<file path="src/rtl/apd_pkg.sv">
package apd_pkg;

    // Controller states
    typedef enum logic [1:0] {
        APD_IDLE = 2'd0,   // feature disabled, count held at zero
        APD_RUN  = 2'd1,   // counting idle clocks
        APD_DOWN = 2'd2    // power-down: bus frozen, selects off
    } apd_state_e;

    // Positions of the two synchronised control inputs
    localparam int SYNC_ALE = 0;
    localparam int SYNC_CS  = 1;
    localparam int SYNC_W   = 2;

endpackage

</file>
<file path="src/rtl/apd_sync.sv">
module apd_sync #(
    parameter int          W       = 2,
    parameter logic [W-1:0] RST_VAL = '0
) (
    input  logic         clk,
    input  logic         rst,
    input  logic [W-1:0] async_in,
    output logic [W-1:0] sync_out
);

    logic [W-1:0] stage1_q;
    logic [W-1:0] stage2_q;

    // One two-flop chain per bit
    for (genvar i = 0; i < W; i++) begin : g_bit
        always_ff @(posedge clk or posedge rst) begin
            if (rst) begin
                stage1_q[i] <= RST_VAL[i];
                stage2_q[i] <= RST_VAL[i];
            end else begin
                stage1_q[i] <= async_in[i];
                stage2_q[i] <= stage1_q[i];
            end
        end
    end

    assign sync_out = stage2_q;

endmodule

</file>
<file path="src/rtl/apd_edge_det.sv">
module apd_edge_det (
    input  logic clk,
    input  logic rst,
    input  logic level_in,
    output logic toggle
);

    logic prev_q;

    always_ff @(posedge clk or posedge rst) begin
        if (rst) prev_q <= 1'b0;
        else     prev_q <= level_in;
    end

    // Rising and falling edges both count as activity
    assign toggle = level_in ^ prev_q;

endmodule

</file>
<file path="src/rtl/apd_idle_ctr.sv">
module apd_idle_ctr #(
    parameter int TERM = 15,
    localparam int CW  = $clog2(TERM + 1)
) (
    input  logic          clk,
    input  logic          rst,
    input  logic          clr,
    input  logic          inc,
    output logic [CW-1:0] count
);

    localparam logic [CW-1:0] LIMIT = CW'(TERM);

    logic [CW-1:0] count_q;

    always_ff @(posedge clk or posedge rst) begin
        if (rst) begin
            count_q <= '0;
        end else if (clr) begin
            count_q <= '0;
        end else if (inc && (count_q != LIMIT)) begin
            count_q <= count_q + CW'(1);
        end
    end

    assign count = count_q;

    AST_CLR_ZEROES: assert property (@(posedge clk) disable iff (rst)
        clr |=> (count == '0));

    AST_NO_OVERFLOW: assert property (@(posedge clk) disable iff (rst)
        count <= LIMIT);

endmodule

</file>
<file path="src/rtl/apd_bus_hold.sv">
module apd_bus_hold #(
    parameter int W = 24
) (
    input  logic         clk,
    input  logic         rst,
    input  logic         freeze,
    input  logic [W-1:0] bus_in,
    output logic [W-1:0] bus_out
);

    logic [W-1:0] hold_q;

    // Tracks the bus while open, keeps the last value while frozen
    always_ff @(posedge clk or posedge rst) begin
        if (rst)          hold_q <= '0;
        else if (!freeze) hold_q <= bus_in;
    end

    assign bus_out = freeze ? hold_q : bus_in;

    AST_HOLD_STABLE: assert property (@(posedge clk) disable iff (rst)
        (freeze && $past(freeze)) |-> $stable(bus_out));

endmodule

</file>
<file path="src/rtl/apd_unit.sv">
module apd_unit
    import apd_pkg::*;
#(
    parameter int AW   = 16,
    parameter int DW   = 8,
    parameter int TERM = 15
) (
    input  logic          clk,
    input  logic          rst,
    input  logic          apd_en,
    input  logic          ale,
    input  logic          cs_in,
    input  logic [AW-1:0] addr_in,
    input  logic [DW-1:0] data_in,
    input  logic          flash_sel_in,
    input  logic          sram_sel_in,
    input  logic          creg_sel_in,
    output logic [AW-1:0] addr_out,
    output logic [DW-1:0] data_out,
    output logic          flash_sel_out,
    output logic          sram_sel_out,
    output logic          creg_sel_out,
    output logic          pdn
);

    localparam int            BW      = AW + DW;
    localparam int            CW      = $clog2(TERM + 1);
    localparam logic [CW-1:0] CNT_TOP = CW'(TERM);
    localparam logic [CW-1:0] CNT_PRE = CW'(TERM - 1);

    apd_state_e    state_q;
    apd_state_e    state_d;
    logic [SYNC_W-1:0] raw_ctl;
    logic [SYNC_W-1:0] sync_ctl;
    logic          ale_s;
    logic          cs_s;
    logic          act_edge;
    logic          cnt_clr;
    logic          cnt_inc;
    logic [CW-1:0] idle_cnt;
    logic          freeze;
    logic [BW-1:0] bus_gated;

    // Synchronise strobe and chip select into the clock domain
    always_comb begin
        raw_ctl           = '0;
        raw_ctl[SYNC_ALE] = ale;
        raw_ctl[SYNC_CS]  = cs_in;
    end

    apd_sync #(.W(SYNC_W), .RST_VAL('0)) u_sync (
        .clk      (clk),
        .rst      (rst),
        .async_in (raw_ctl),
        .sync_out (sync_ctl)
    );

    assign ale_s = sync_ctl[SYNC_ALE];
    assign cs_s  = sync_ctl[SYNC_CS];

    apd_edge_det u_edge (
        .clk      (clk),
        .rst      (rst),
        .level_in (ale_s),
        .toggle   (act_edge)
    );

    // Counter clears on activity or while disabled, and freezes in power-down
    assign cnt_clr = act_edge || !apd_en;
    assign cnt_inc = (state_q != APD_DOWN);

    apd_idle_ctr #(.TERM(TERM)) u_ctr (
        .clk   (clk),
        .rst   (rst),
        .clr   (cnt_clr),
        .inc   (cnt_inc),
        .count (idle_cnt)
    );

    // State register
    always_ff @(posedge clk or posedge rst) begin
        if (rst) state_q <= APD_IDLE;
        else     state_q <= state_d;
    end

    // Next-state logic
    always_comb begin
        state_d = state_q;
        unique case (state_q)
            APD_IDLE: begin
                if (apd_en) state_d = APD_RUN;           // enable-set
            end
            APD_RUN: begin
                if (!apd_en)
                    state_d = APD_IDLE;                  // enable-clear
                else if (!act_edge && (idle_cnt == CNT_PRE))
                    state_d = APD_DOWN;                  // timeout
            end
            APD_DOWN: begin
                if (!apd_en)
                    state_d = APD_IDLE;                  // enable-clear
                else if (act_edge)
                    state_d = APD_RUN;                   // wake
            end
            default: state_d = APD_IDLE;
        endcase
    end

    // Outputs
    always_comb begin
        freeze        = (state_q == APD_DOWN);
        pdn           = freeze;
        flash_sel_out = flash_sel_in && cs_s && !freeze;
        sram_sel_out  = sram_sel_in  && cs_s && !freeze;
        creg_sel_out  = creg_sel_in  && !freeze;
    end

    apd_bus_hold #(.W(BW)) u_hold (
        .clk     (clk),
        .rst     (rst),
        .freeze  (freeze),
        .bus_in  ({addr_in, data_in}),
        .bus_out (bus_gated)
    );

    assign addr_out = bus_gated[BW-1:DW];
    assign data_out = bus_gated[DW-1:0];

    AST_EN_GATES_PDN: assert property (@(posedge clk) disable iff (rst)
        !apd_en |=> !pdn);

    AST_PDN_AT_TERM: assert property (@(posedge clk) disable iff (rst)
        pdn |-> (idle_cnt == CNT_TOP));

    AST_SEL_OFF: assert property (@(posedge clk) disable iff (rst)
        pdn |-> !(flash_sel_out || sram_sel_out || creg_sel_out));

    AST_WAKE: assert property (@(posedge clk) disable iff (rst)
        (pdn && act_edge) |=> (!pdn && (idle_cnt == '0)));

    AST_DROP_EN: assert property (@(posedge clk) disable iff (rst)
        (pdn && !apd_en) |=> !pdn);

endmodule

</file>
<file path="config.mk">
export PLATFORM = sky130hd
export DESIGN_NAME = apd_unit
export DESIGN_NICKNAME = d
export VERILOG_FILES = /design/src/rtl/apd_pkg.sv /design/src/rtl/apd_sync.sv /design/src/rtl/apd_edge_det.sv /design/src/rtl/apd_idle_ctr.sv /design/src/rtl/apd_bus_hold.sv /design/src/rtl/apd_unit.sv
export SDC_FILE = /design/constraint.sdc
export NUM_CORES = 1
export LEC_CHECK = 0
export ABC_AREA = 1
export BUFFER_PORTS_ARGS = -buffer_cell sky130_fd_sc_hd__buf_2
export CAP_MARGIN = 15
export CORE_MARGIN = 1
export CORE_UTILIZATION = 35
export CTS_CLUSTER_DIAMETER = 80
export DETAILED_ROUTE_END_ITERATION = 8
export SLEW_MARGIN = 5
export SYNTH_ARGS = -nofsm -noshare
export SYNTH_HDL_FRONTEND = slang
export SYNTH_SLANG_ARGS = --single-unit
</file>
<file path="constraint.sdc">
create_clock -name clk -period 1.2 [get_ports clk]
set_input_delay 0.24 -clock clk [delete_from_list [all_inputs] [get_ports clk]]
set_output_delay 0.24 -clock clk [all_outputs]
set_load 0.01 [all_outputs]
</file>
==> results list, run 1 <==
* Run status: finished with violations
- In this run the tool buffered the top-level ports with 59 buffer cells.
- In the routed design, unresolved DRC markers number 2.
* HPWL after DPL: ~2100 um
- In the final timing run, aggregate negative setup slack is -8408 ps.
- For the finished layout, the period the worst path requires is 1523 ps.
* Instance count of the mapped netlist: between 150 and 200
- For this configuration, the core starts out at a cell density of 36.44%.
- Number of clock sinks seen by CTS: 35
* Worst setup skew after layout: 6.106 ps
* Cell with the most instances on the worst path: sky130_fd_sc_hd__nand2_1
* DIE AREA: 0.004427 sq mm
- Footprint of the flip-flops and latches: 875.8 sq um
- Worst hold path type: in -> reg
* Crit share post-route: 127.0%
- Highest-delay cell along the critical path: sky130_fd_sc_hd__dfrtp_1
- Die Y-Extent: 66.54 um
* Global-route wire length before repair: roughly 5000 um
- The detail route stage leaves a number of antenna-violating nets equal to 0.
- Drt first pass iters: 6
* Sequential element share of the synthesized area: between 60% and 70%
* Total number of yosys warnings: 0
* Width of the die: between 60 and 70 um
- Max Buffers Root-to-Sink: 2
- The number of antenna violations at the first check in global routing came to 0.
- The area growth from synthesis to layout is 52.36%.
* Peak Freq: between 600 and 700 MHz
- Before CTS, the worst setup slack after placement is -31.02 ps.
- Element type at the critical path start: flop
- Across all setup checks in the final design, the least slack found is -323.4 ps.
* Area of the mapped netlist: 0.001458 sq mm
- The synthesized netlist contains 16 unique library cells.
- IR analysis of the VDD net gives a maximum drop of between 0.8 and 0.9 mV.
- Data arrives at the worst endpoint at 1280 ps.
* Pin count of the biggest net entering global routing: 36
* DR WL/cell: about 10 um
- 1st-iter DRT viols: 66
- The total area inside the core boundary comes to 0.004000 sq mm.
- The worst setup path is captured at an output pin.
- Dividing total power by cell area gives a power density of about 1600 mW/mm^2.
* Worst-path cell chain: nand2_4 > buf_12 > nand2_1 > nand2_1 > buf_2
- Post-synthesis net count: 201
- Measured against its own limit, the worst slew margin works out to 85.48%.
- Final slew viol count: 0
- The total overflow left after global routing is 0.
- Avg Inst Size Synth: 8.728 sq um
- The number of antenna diodes in the final layout is 0.
- Using the TritonRoute via totals, the vias-per-cell ratio works out to roughly 4.4.
- Total design power: between 3000 and 4000 uW
* Max-capacitance violation count: 0
- Count of vias placed by the detailed router: 1324
- Cells with a size suffix above 1 make up 42.52% of the layout.
- Number of global-route vias before repair: 1125
* Failing checks: DRC, setup timing
- The later pin in the worst-skew pair is clocked with a latency of 280 ps.
- CP Class: reg -> out
* Depth of the worst register-to-register path: 9
* Worst path required time: 960 ps
- In this run the clock root is driven by a sky130_fd_sc_hd__clkbuf_8.
* WHS Path Cells: 1
- RSZ-0062 raised after global routing: yes
* Area of the multi-input gates: 526.8 sq um
* Count of boundary I/O pins: 60
- For this design the static power due to leakage is 0.001266 uW.
- After detailed routing, the total wire length is 3115 um.
* Final hold vios: 0
- H-tree lvl count: 2
* Final setup viols: 29
- TritonCTS built the clock tree.
* Clk pin slew, worst setup/hold paths: 70 ps
* Row Count: 23
- Global Route Usage Sum: between 10% and 20%
* Actual slew at the worst max-slew pin: between 200 and 250 ps
- The count of cells in the finished layout, fillers not included, comes to 304.
* Cell Count Post-Placement: 286
- After synthesis the netlist holds a flip-flop and latch count of 35.
- Fraction of the core area covered by cells at the end of the flow: a little under three fifths
- RePlAce Congestion: 0.7285
* Biggest cell delay along the critical path: 420 ps
- For this run, the post-layout net count is 287.
* Number of buffers created by CTS: 5
- In this run the worst path has a maximum fanout of 25.
- Fill cells in the final layout number 363.
-- power by group --
part | switching, uW | total (uW) | internal (uW)
Clock | 401 | 1230 | 830
Sequential | 56.2 | 1400 | 1340
Combinational | 486 | 951 | 465
-- Yosys cell counts --
cell type / n / share of area, %
sky130_fd_sc_hd__buf_2: 3 / 1.0
sky130_fd_sc_hd__buf_6: 2 / 1.5
sky130_fd_sc_hd__dfrtp_1: 35 / 60
sky130_fd_sc_hd__ha_1: 2 / 1.7
sky130_fd_sc_hd__inv_1: 8 / 2.1
sky130_fd_sc_hd__inv_2: 4 / 1.0
sky130_fd_sc_hd__nand2_1: 94 / 24
sky130_fd_sc_hd__nand2_4: 1 / 0.77
sky130_fd_sc_hd__nand3_1: 7 / 2.4
sky130_fd_sc_hd__nand3_2: 1 / 0.69
sky130_fd_sc_hd__nand4_1: 1 / 0.43
sky130_fd_sc_hd__nand4_2: 1 / 0.86
sky130_fd_sc_hd__nor2_1: 5 / 1.3
sky130_fd_sc_hd__nor2_4: 1 / 0.77
sky130_fd_sc_hd__o21bai_1: 1 / 0.52
sky130_fd_sc_hd__xor2_1: 1 / 0.60
-- worst max-delay path: cells and delay by family, from the launching register on --
kind	cells	cell delay, ps
buffers and inverters	2	300
and+or+nand+nor	3	280
DFF	1	420
-- final timing paths --
path,slack [ps],startpoint,to
worst max register to register,-160,state_q[1],u_hold.hold_q[13]
min in group asynchronous,530,rst,u_hold.hold_q[4]
worst min-delay path,70,ale,u_sync.stage1_q[0]
worst max-delay path,-320,state_q[1],addr_out[4]
max in group asynchronous,480,rst,u_ctr.count[3]
worst min register to register,350,u_sync.stage1_q[0],u_sync.sync_out[0]
-- area by class of cell --
cell class / count / area share, %
well taps: 50 / 2.817
repair buffers: 84 / 25.69
flip-flops and latches: 35 / 39.44
inverters: 12 / 2.366
clock inverters: 2 / 2.704
clock buffers: 6 / 3.268
multi-input cells: 115 / 23.72
-- cell usage in the layout, fill, tap and decap left out --
cell type,synthesis,routed
sky130_fd_sc_hd__clkbuf_1,0,1
sky130_fd_sc_hd__nand3_1,7,6
sky130_fd_sc_hd__inv_4,0,1
sky130_fd_sc_hd__dlygate4sd3_1,0,1
sky130_fd_sc_hd__bufinv_16,0,2
sky130_fd_sc_hd__dfrtp_1,35,35
sky130_fd_sc_hd__nand2_2,0,6
sky130_fd_sc_hd__ha_2,0,1
sky130_fd_sc_hd__nand4_2,1,1
sky130_fd_sc_hd__buf_6,2,6
sky130_fd_sc_hd__xor2_1,1,1
sky130_fd_sc_hd__clkbuf_8,0,5
sky130_fd_sc_hd__nor2_4,1,1
sky130_fd_sc_hd__nor2_1,5,3
sky130_fd_sc_hd__nor2_2,0,2
sky130_fd_sc_hd__nand4_1,1,1
sky130_fd_sc_hd__buf_4,0,16
sky130_fd_sc_hd__buf_16,0,1
sky130_fd_sc_hd__nand2_4,1,1
sky130_fd_sc_hd__inv_2,4,2
sky130_fd_sc_hd__inv_6,0,1
sky130_fd_sc_hd__nand2_1,94,88
sky130_fd_sc_hd__buf_2,3,57
sky130_fd_sc_hd__o21bai_1,1,1
sky130_fd_sc_hd__buf_12,0,3
sky130_fd_sc_hd__nand3_2,1,2
sky130_fd_sc_hd__ha_1,2,1
sky130_fd_sc_hd__inv_1,8,8
-- what timing repair did --
item / 4_1_cts / 5_1_grt
pin swaps: 0 / 2
setup endpoints to repair: 28 / 35
resized for setup: 9 / 12
gates cloned: 1 / 0
hold endpoints to repair: 28 / 0
setup buffers: 4 / 4
hold buffers: 1 / 0
-- layer usage --
| layer | global-route usage [%] | routed length [um] | vias to the layer above |
|---|---|---|---|
| li1 | - | - | 674 |
| met1 | 18.75 | 1323 | 613 |
| met2 | 24.11 | 1617 | 35 |
| met3 | 4.966 | 137 | 2 |
| met4 | 8.511 | 36 | 0 |
| met5 | 0 | 0 | - |
-- kinds of logic after synthesis --
group           share of synthesized area, %
xor+xnor                              0.6010
simple gates                           31.42
compound gates                        0.5152
flops                                  60.09
fa+ha+maj                              1.716
buf+inv                                5.665
-- sequential cells by signal, indices dropped and copies added, names as in the netlist --
name             cells
state_q              2
u_ctr.count          4
u_edge.prev_q        1
u_hold.hold_q       24
u_sync.stage1_q      2
u_sync.sync_out      2
-- through the flow --
step                      cell area (sq um)  hold slack, ps
after floorplan                        1458           271.4
after global placement                 1928           310.7
after detailed placement               1928           301.6
after CTS                              2155           53.63
after global routing                   2221           53.15
final                                  2221           67.42
Note: power is estimated with default switching activity, not from simulation.
==> inputs of run 2 (changes only) <==
REMOVE_ABC_BUFFERS = 1   (was unset)
==> results list, run 2 (synthesis results as in run 1) <==
* Run status: finished with violations (unchanged)
- Failing checks: setup timing (was DRC, setup timing)
- The maximum vdd drop is 0.8073 mV (was 0.8385 mV).
- The worst-path maximum fanout came to 15 (was 25).
- 1st-iter DRT viols: 53 (was 66)
* Crit path arrival time: 1260 ps (was 1280 ps)
- The final antenna diode count came to 0 (unchanged).
* Crit share post-route: 125.1% (was 127.0%)
- Max transition margin: 85.29% (was 85.48%)
- The beginning of the worst hold path was cs_in (was ale).
- The minimum period implied by the final worst setup slack was 1502 ps (was 1523 ps).
* Area growth from synthesis to layout: 45.84% (was 52.36%)
* Count of boundary I/O pins: 60 (unchanged)
- The number of max-cap violations came to 0 (unchanged).
* DR WL/cell: 10.55 um (was 10.25 um)
* Biggest cell delay along the critical path: 370 ps (was 420 ps)
* Element type at the critical path start: flop (unchanged)
- The total cell area at the placement stage came to 0.001861 sq mm (was 0.001928 sq mm).
- Clock tree from TritonCTS: built (unchanged)
- Static leakage power: 0.001196 uW (was 0.001266 uW)
* Die Y-Extent: 66.54 um (unchanged)
- The count of endpoints failing setup in the final report is 28 (was 29).
- Largest registers ranked by flip-flop count: u_hold.hold_q (24), u_ctr.count (4) (unchanged)
- HPWL after DPL: 2069 um (was 2056 um)
- The final non-filler cell area is 0.002126 sq mm (was 0.002221 sq mm).
- The residual overflow from global routing was 0 (unchanged).
* Worst setup startpoint: state_q[0] (was state_q[1])
- The ratio of cells with drive above 1 in the final layout came to 42.56% (was 42.52%).
- Number of port buffers: 59 (unchanged)
- Largest register FFs: 24 (unchanged)
* Number of buffers created by CTS: 5 (unchanged)
* WHS Path Cells: 1 (unchanged)
- The number of nets in the finished design came to 275 (was 287).
* Pin count of the biggest net entering global routing: 36 (unchanged)
- DIE AREA: 0.004427 sq mm (unchanged)
* Peak Freq: 666.0 MHz (was 656.4 MHz)
- The final estimated routing congestion in global placement was 0.8299 (was 0.7285).
- The slowest stage cell on the critical path is sky130_fd_sc_hd__dfrtp_1 (unchanged).
- Reg with most FFs: u_hold.hold_q (unchanged)
* Most common cell after layout, fill and taps aside: sky130_fd_sc_hd__nand2_1 (unchanged)
- The wire length reported by the detailed router was 3080 um (was 3115 um).
- Remaining antenna violation count: 0 (unchanged)
* Actual slew at the worst max-slew pin: 220.6 ps (was 217.8 ps)
* Worst setup skew after layout: 2.324 ps (was 6.106 ps)
* Worst-path cell chain: inv_2 > nand2_4 > inv_4 > buf_12 > nand2_1 > nand2_1 > buf_2 (was nand2_4 > buf_12 > nand2_1 > nand2_1 > buf_2)
- The floorplan row count is 23 (unchanged).
- The global routing usage summed across all routing layers was 15.17% (was 15.43%).
- Drt first pass iters: 4 (was 6)
- Latest clock arrival within the worst-skew pair: 280 ps (about the same)
- The via count came to 1271 (was 1324).
* RSZ-0062 raised after global routing: yes (unchanged)
- The number of pins with negative max-slew slack in the final report is 0 (unchanged).
- The sort of element at the end of the critical path is an output pin (unchanged).
- Clk pin slew, worst setup/hold paths: 70 ps (about the same)
* Global-route wire length before repair: 4836 um (was 4954 um)
- The number of standard cells in the final layout excluding fillers is 292 (was 304).
- Worst hold path type: in -> reg (unchanged)
* CP Class: reg -> out (unchanged)
- The number of cells after detailed placement came to 277 (was 286).
- The number of antenna violations at the first check in global routing was 0 (unchanged).
- Fraction of the core area covered by cells at the end of the flow: 53.14% (was 55.52%)
- The critical register-to-register path startpoint is u_ctr.count[1] (was state_q[1]).
* Cell with the most instances on the worst path: sky130_fd_sc_hd__nand2_1 (unchanged)
- Worst path required time: 960 ps (about the same)
- Total power divided by cell area: 1517 mW/mm^2 (was 1612 mW/mm^2)
- Width of the die: 66.54 um (unchanged)
- The worst reg-to-reg path cell count was 7 (was 9).
* Max Buffers Root-to-Sink: 2 (unchanged)
- The DRC violations left is 0 (was 2).
- Number of clock sinks seen by CTS: 35 (unchanged)
* CTS root buffer: sky130_fd_sc_hd__clkbuf_8 (unchanged)
- The area of the core was 0.004000 sq mm (unchanged).
* Final hold vios: 0 (unchanged)
- Number of global-route vias before repair: 1105 (was 1125)
- The vias per cell was 4.353 (was 4.355).
* H-tree lvl count: 2 (unchanged)
- Final setup margin: -301.6 ps (was -323.4 ps)
* Initial Util: 36.44% (unchanged)
- Commonest cells after routing, fill and taps aside: sky130_fd_sc_hd__nand2_1, sky130_fd_sc_hd__buf_2, sky130_fd_sc_hd__dfrtp_1 (unchanged).
==> run 2: cell types whose count changed in the layout (fill, tap and decap cells not counted), sizes merged <==
cell,delta
buf,-12
clkinvlp,+1
clkbuf,+1
bufinv,-2
==> run 2: worst paths after layout <==
| check | to | slack [ps] |
|---|---|---|
| hold reg to reg | u_sync.sync_out[1] | 350 |
| setup / recovery | addr_out[11] | -300 |
| min in group asynchronous | u_hold.hold_q[4] | 530 |
| max in group asynchronous | u_ctr.count[2] | 470 |
| setup reg to reg | u_ctr.count[3] | 40 |
| hold / removal | u_sync.stage1_q[1] | 60 |
==> run 2: critical path, delay by kind of cell (launching register included) <==
family	cells	cell delay [ps]
and+or+nand+nor	3	190
DFF	1	370
buffers and inverters	4	410
==> run 2: power breakdown <==
part / internal [uW] / switching (uW) / leakage (uW)
clock network: 522 / 423 / 0.0000505
registers: 1340 / 60.7 / 0.000420
logic: 406 / 472 / 0.000726
==> run 2: area by class of cell <==
type,instances,area (sq um)
clock inverters,1,7.507
well taps,50,62.56
clock buffers,7,96.34
fillers,382,1874
multi-input cells,115,556.8
inverters,12,47.55
repair buffers,72,478.0
flip-flops and latches,35,877.1
==> run 2: per-layer routing <==
| layer | track usage (%) | routed length (um) |
|---|---|---|
| met1 | 19.02 | 1407 |
| met2 | 23.34 | 1410 |
| met3 | 5.137 | 216 |
| met4 | 7.181 | 45 |
| met5 | 0 | 0 |
==> run 2: stage by stage <==
stage | setup WS (ps) | setup TNS, ps | hold WS (ps) | total power [uW]
floorplan | -116.2 | -2983 | 271.4 | 1804
global placement | -18.31 | -51.79 | 298.0 | 2160
detailed placement | -56.53 | -343.4 | 300.7 | 2169
CTS | -330.7 | -8483 | 42.15 | 3142
global route | -401.4 | -10290 | 43.74 | 3419
finish | -301.6 | -7625 | 58.06 | 3225
==> run 2: timing repair <==
item                                    4_1_cts  5_1_grt
hold endpoints to repair                     35        0
cloned                                        0        0
endpoints found under the setup margin       28       33
buffers inserted                              0        6
resized for setup                             2       24
pin swaps                                     1        3
hold buffers                                  1        0
==> inputs of run 3 (changes only) <==
BUFFER_PORTS_ARGS = -buffer_cell sky130_fd_sc_hd__buf_4   (was -buffer_cell sky130_fd_sc_hd__buf_2)
==> results list, run 3 (synthesis results as in run 1) <==
- Run status: finished with violations (unchanged).
* Failing checks: setup timing (unchanged)
- Largest register FFs: 24 (unchanged)
- The element type at the critical path start is a flop (unchanged).
- The slowest stage cell on the critical path was sky130_fd_sc_hd__dfrtp_1 (unchanged).
- Reg2reg start: state_q[1] (was u_ctr.count[1])
* Count of vias placed by the detailed router: 1274 (was 1271)
- Width of the die: 66.54 um (unchanged)
* Number of port buffers: 59 (unchanged)
- The number of clock buffers inserted by TritonCTS is 5 (unchanged).
- RSZ-0062 raised after global routing: yes (unchanged)
- The floorplan row count came to 23 (unchanged).
- Area growth from synthesis to layout: 53.30% (was 45.84%)
- Final setup viols: 28 (unchanged)
* Global Route Usage Sum: 16.00% (was 15.17%)
- Static leakage power: 0.001221 uW (was 0.001196 uW)
- The number of pins with negative max-slew slack in the final report came to 0 (unchanged).
* Number of global-route vias before repair: 1181 (was 1105)
- Fraction of the core area covered by cells at the end of the flow: 55.86% (was 53.14%)
* Worst setup startpoint: state_q[1] (was state_q[0])
* Avg Vias per Cell: 4.408 (was 4.353)
- The number of nets in the finished design came to 272 (was 275).
* Critical path's top delay family: flip-flops (was buffers and inverters)
* HPWL after DPL: 2115 um (was 2069 um)
- The global-route track usage on met1 was 19.78% (was 19.02%).
- The worst-path maximum fanout was 13 (was 15).
- Max transition margin: 86.57% (was 85.29%)
- The critical path arrival was 1260 ps (about the same).
- Number of clock sinks seen by CTS: 35 (unchanged)
* Commonest cells after routing, fill and taps aside: sky130_fd_sc_hd__nand2_1, sky130_fd_sc_hd__buf_4, sky130_fd_sc_hd__dfrtp_1 (was sky130_fd_sc_hd__nand2_1, sky130_fd_sc_hd__buf_2, sky130_fd_sc_hd__dfrtp_1)
* Hold_sp: ale (was cs_in)
- Global-route wire length before repair: 5140 um (was 4836 um)
- CP Class: reg -> out (unchanged)
- The final estimated routing congestion in global placement is 0.7774 (was 0.8299).
- The met3 usage came to 6.336% (was 5.137%).
- The final antenna diode count came to 0 (unchanged).
- The minimum period implied by the final worst setup slack is 1499 ps (was 1502 ps).
* H-tree lvl count: 2 (unchanged)
- Latest clock arrival within the worst-skew pair: 290 ps (was 280 ps)
- The clock tree from TritonCTS is built (unchanged).
* Biggest cell delay along the critical path: 410 ps (was 370 ps)
- The residual overflow from global routing was 0 (unchanged).
* Dpl cell area: 0.002021 sq mm (was 0.001861 sq mm)
* Pin count of the biggest net entering global routing: 36 (unchanged)
- The register with the most flip-flops was u_hold.hold_q (unchanged).
- Antenna violations before repair: 0 (unchanged)
- Final setup margin: -298.7 ps (was -301.6 ps)
- Remaining antenna violation count: 0 (unchanged)
- The DRC violations left came to 0 (unchanged).
- Max-capacitance violation count: 0 (unchanged)
* CTS root buffer: sky130_fd_sc_hd__clkbuf_8 (unchanged)
- The initial detailed-routing violation count is 36 (was 53).
- The final count of hold timing violations was 0 (unchanged).
- The commonest non-fill, non-tap cell in the layout is sky130_fd_sc_hd__nand2_1 (unchanged).
* Initial Util: 36.44% (unchanged)
- Drt first pass iters: 4 (unchanged)
- Max Buffers Root-to-Sink: 2 (unchanged)
- Most used routing layer in global routing: met2 (unchanged)
- Clk pin slew, worst setup/hold paths: 70 ps (about the same)
- Actual slew at the worst max-slew pin: 201.4 ps (was 220.6 ps)
- Met2 Use GR: 23.72% (was 23.34%)
- The worst clock skew was 5.005 ps (was 2.324 ps).
- The number of buffers and inverters on the critical path came to 3 (was 4).
- Die Y-Extent: 66.54 um (unchanged)
- The total I/O pin count came to 60 (unchanged).
- The wire length per cell was 10.56 um (was 10.55 um).
- Fraction of layout cells with a size suffix above 1: 42.26% (was 42.56%)
- The achievable frequency came to 667.2 MHz (was 666.0 MHz).
- Largest registers ranked by flip-flop count: u_hold.hold_q (24), u_ctr.count (4) (unchanged).
- Critical Path End Type: output pin (unchanged)
* Total wirelength of the detailed-routed design: 3053 um (was 3080 um)
* Worst-path cell chain: nand2_4 > inv_6 > buf_12 > nand2_1 > nand2_2 > buf_4 (was inv_2 > nand2_4 > inv_4 > buf_12 > nand2_1 > nand2_1 > buf_2)
- Peak VDD IR: 0.8544 mV (was 0.8073 mV)
- Crit share post-route: 124.9% (was 125.1%)
- DIE AREA: 0.004427 sq mm (unchanged)
* Setup_tns: -7758 ps (was -7625 ps)
- The total power divided by cell area was 1471 mW/mm^2 (was 1517 mW/mm^2).
- Worst path required time: 960 ps (about the same)
* CORE AREA: 0.004000 sq mm (unchanged)
- Worst hold path type: in -> reg (unchanged)
- The final non-filler cell area came to 0.002235 sq mm (was 0.002126 sq mm).
[run 3: what timing repair did]
item | 4_1_cts | 5_1_grt
setup buffers | 0 | 3
hold endpoints to repair | 16 | 0
gates cloned | 0 | 0
hold buffers | 1 | 0
resized for setup | 1 | 26
pin swaps | 0 | 3
endpoints found under the setup margin | 28 | 34
[run 3: power breakdown]
part / internal [uW] / switching, uW
clock network: 523 / 398
logic: 485 / 481
registers: 1340 / 57.5
total: 2350 / 937
[run 3: worst paths after layout]
check                                endpoint  slack, ps  depth (start not counted)
setup / recovery                  addr_out[5]       -300                          6
hold / removal             u_sync.stage1_q[0]         60                          1
setup reg to reg               u_ctr.count[1]         60                          7
hold reg to reg            u_sync.sync_out[0]        350                          0
max in group asynchronous      u_ctr.count[0]        460                          4
min in group asynchronous  u_sync.stage1_q[0]        560                          4
[run 3: worst register-to-register path, stage by stage, from the launching register on]
cell,delay (ps)
sky130_fd_sc_hd__dfrtp_1,410
sky130_fd_sc_hd__nand2_4,110
sky130_fd_sc_hd__buf_12,170
sky130_fd_sc_hd__nand2_1,90
sky130_fd_sc_hd__inv_2,100
sky130_fd_sc_hd__nor2_4,50
sky130_fd_sc_hd__nand2_1,50
sky130_fd_sc_hd__nand2_1,40
[run 3: final cells by class]
type                            count  area [sq um]
Fill cell                         382          1765
Sequential cell                    35         877.1
Timing Repair Buffer               69         589.3
Multi-Input combinational cell    115         555.5
Clock buffer                        8         100.1
Tap cell                           50         62.56
Inverter                           12         50.05
[run 3: per-layer routing]
metal  vias to the layer above  wire [um]  part of all wire (%)
met1                       576       1332                    44
met3                         6        299                   9.8
met4                         0         59                   1.9
li1                        645          -                     -
met2                        47       1361                    45
met5                         -          0                     0
[run 3: metrics by stage]
step / power [uW] / hold slack [ps] / instances / setup slack, ps
after global routing: 3492 / 48.77 / 289 / -399.8
after global placement: 2297 / 306.7 / 277 / -18.21
after detailed placement: 2301 / 309.1 / 277 / -22.65
after CTS: 3250 / 48.85 / 286 / -320.2
final: 3287 / 58.31 / 289 / -298.7
after floorplan: 1804 / 271.4 / 162 / -116.2
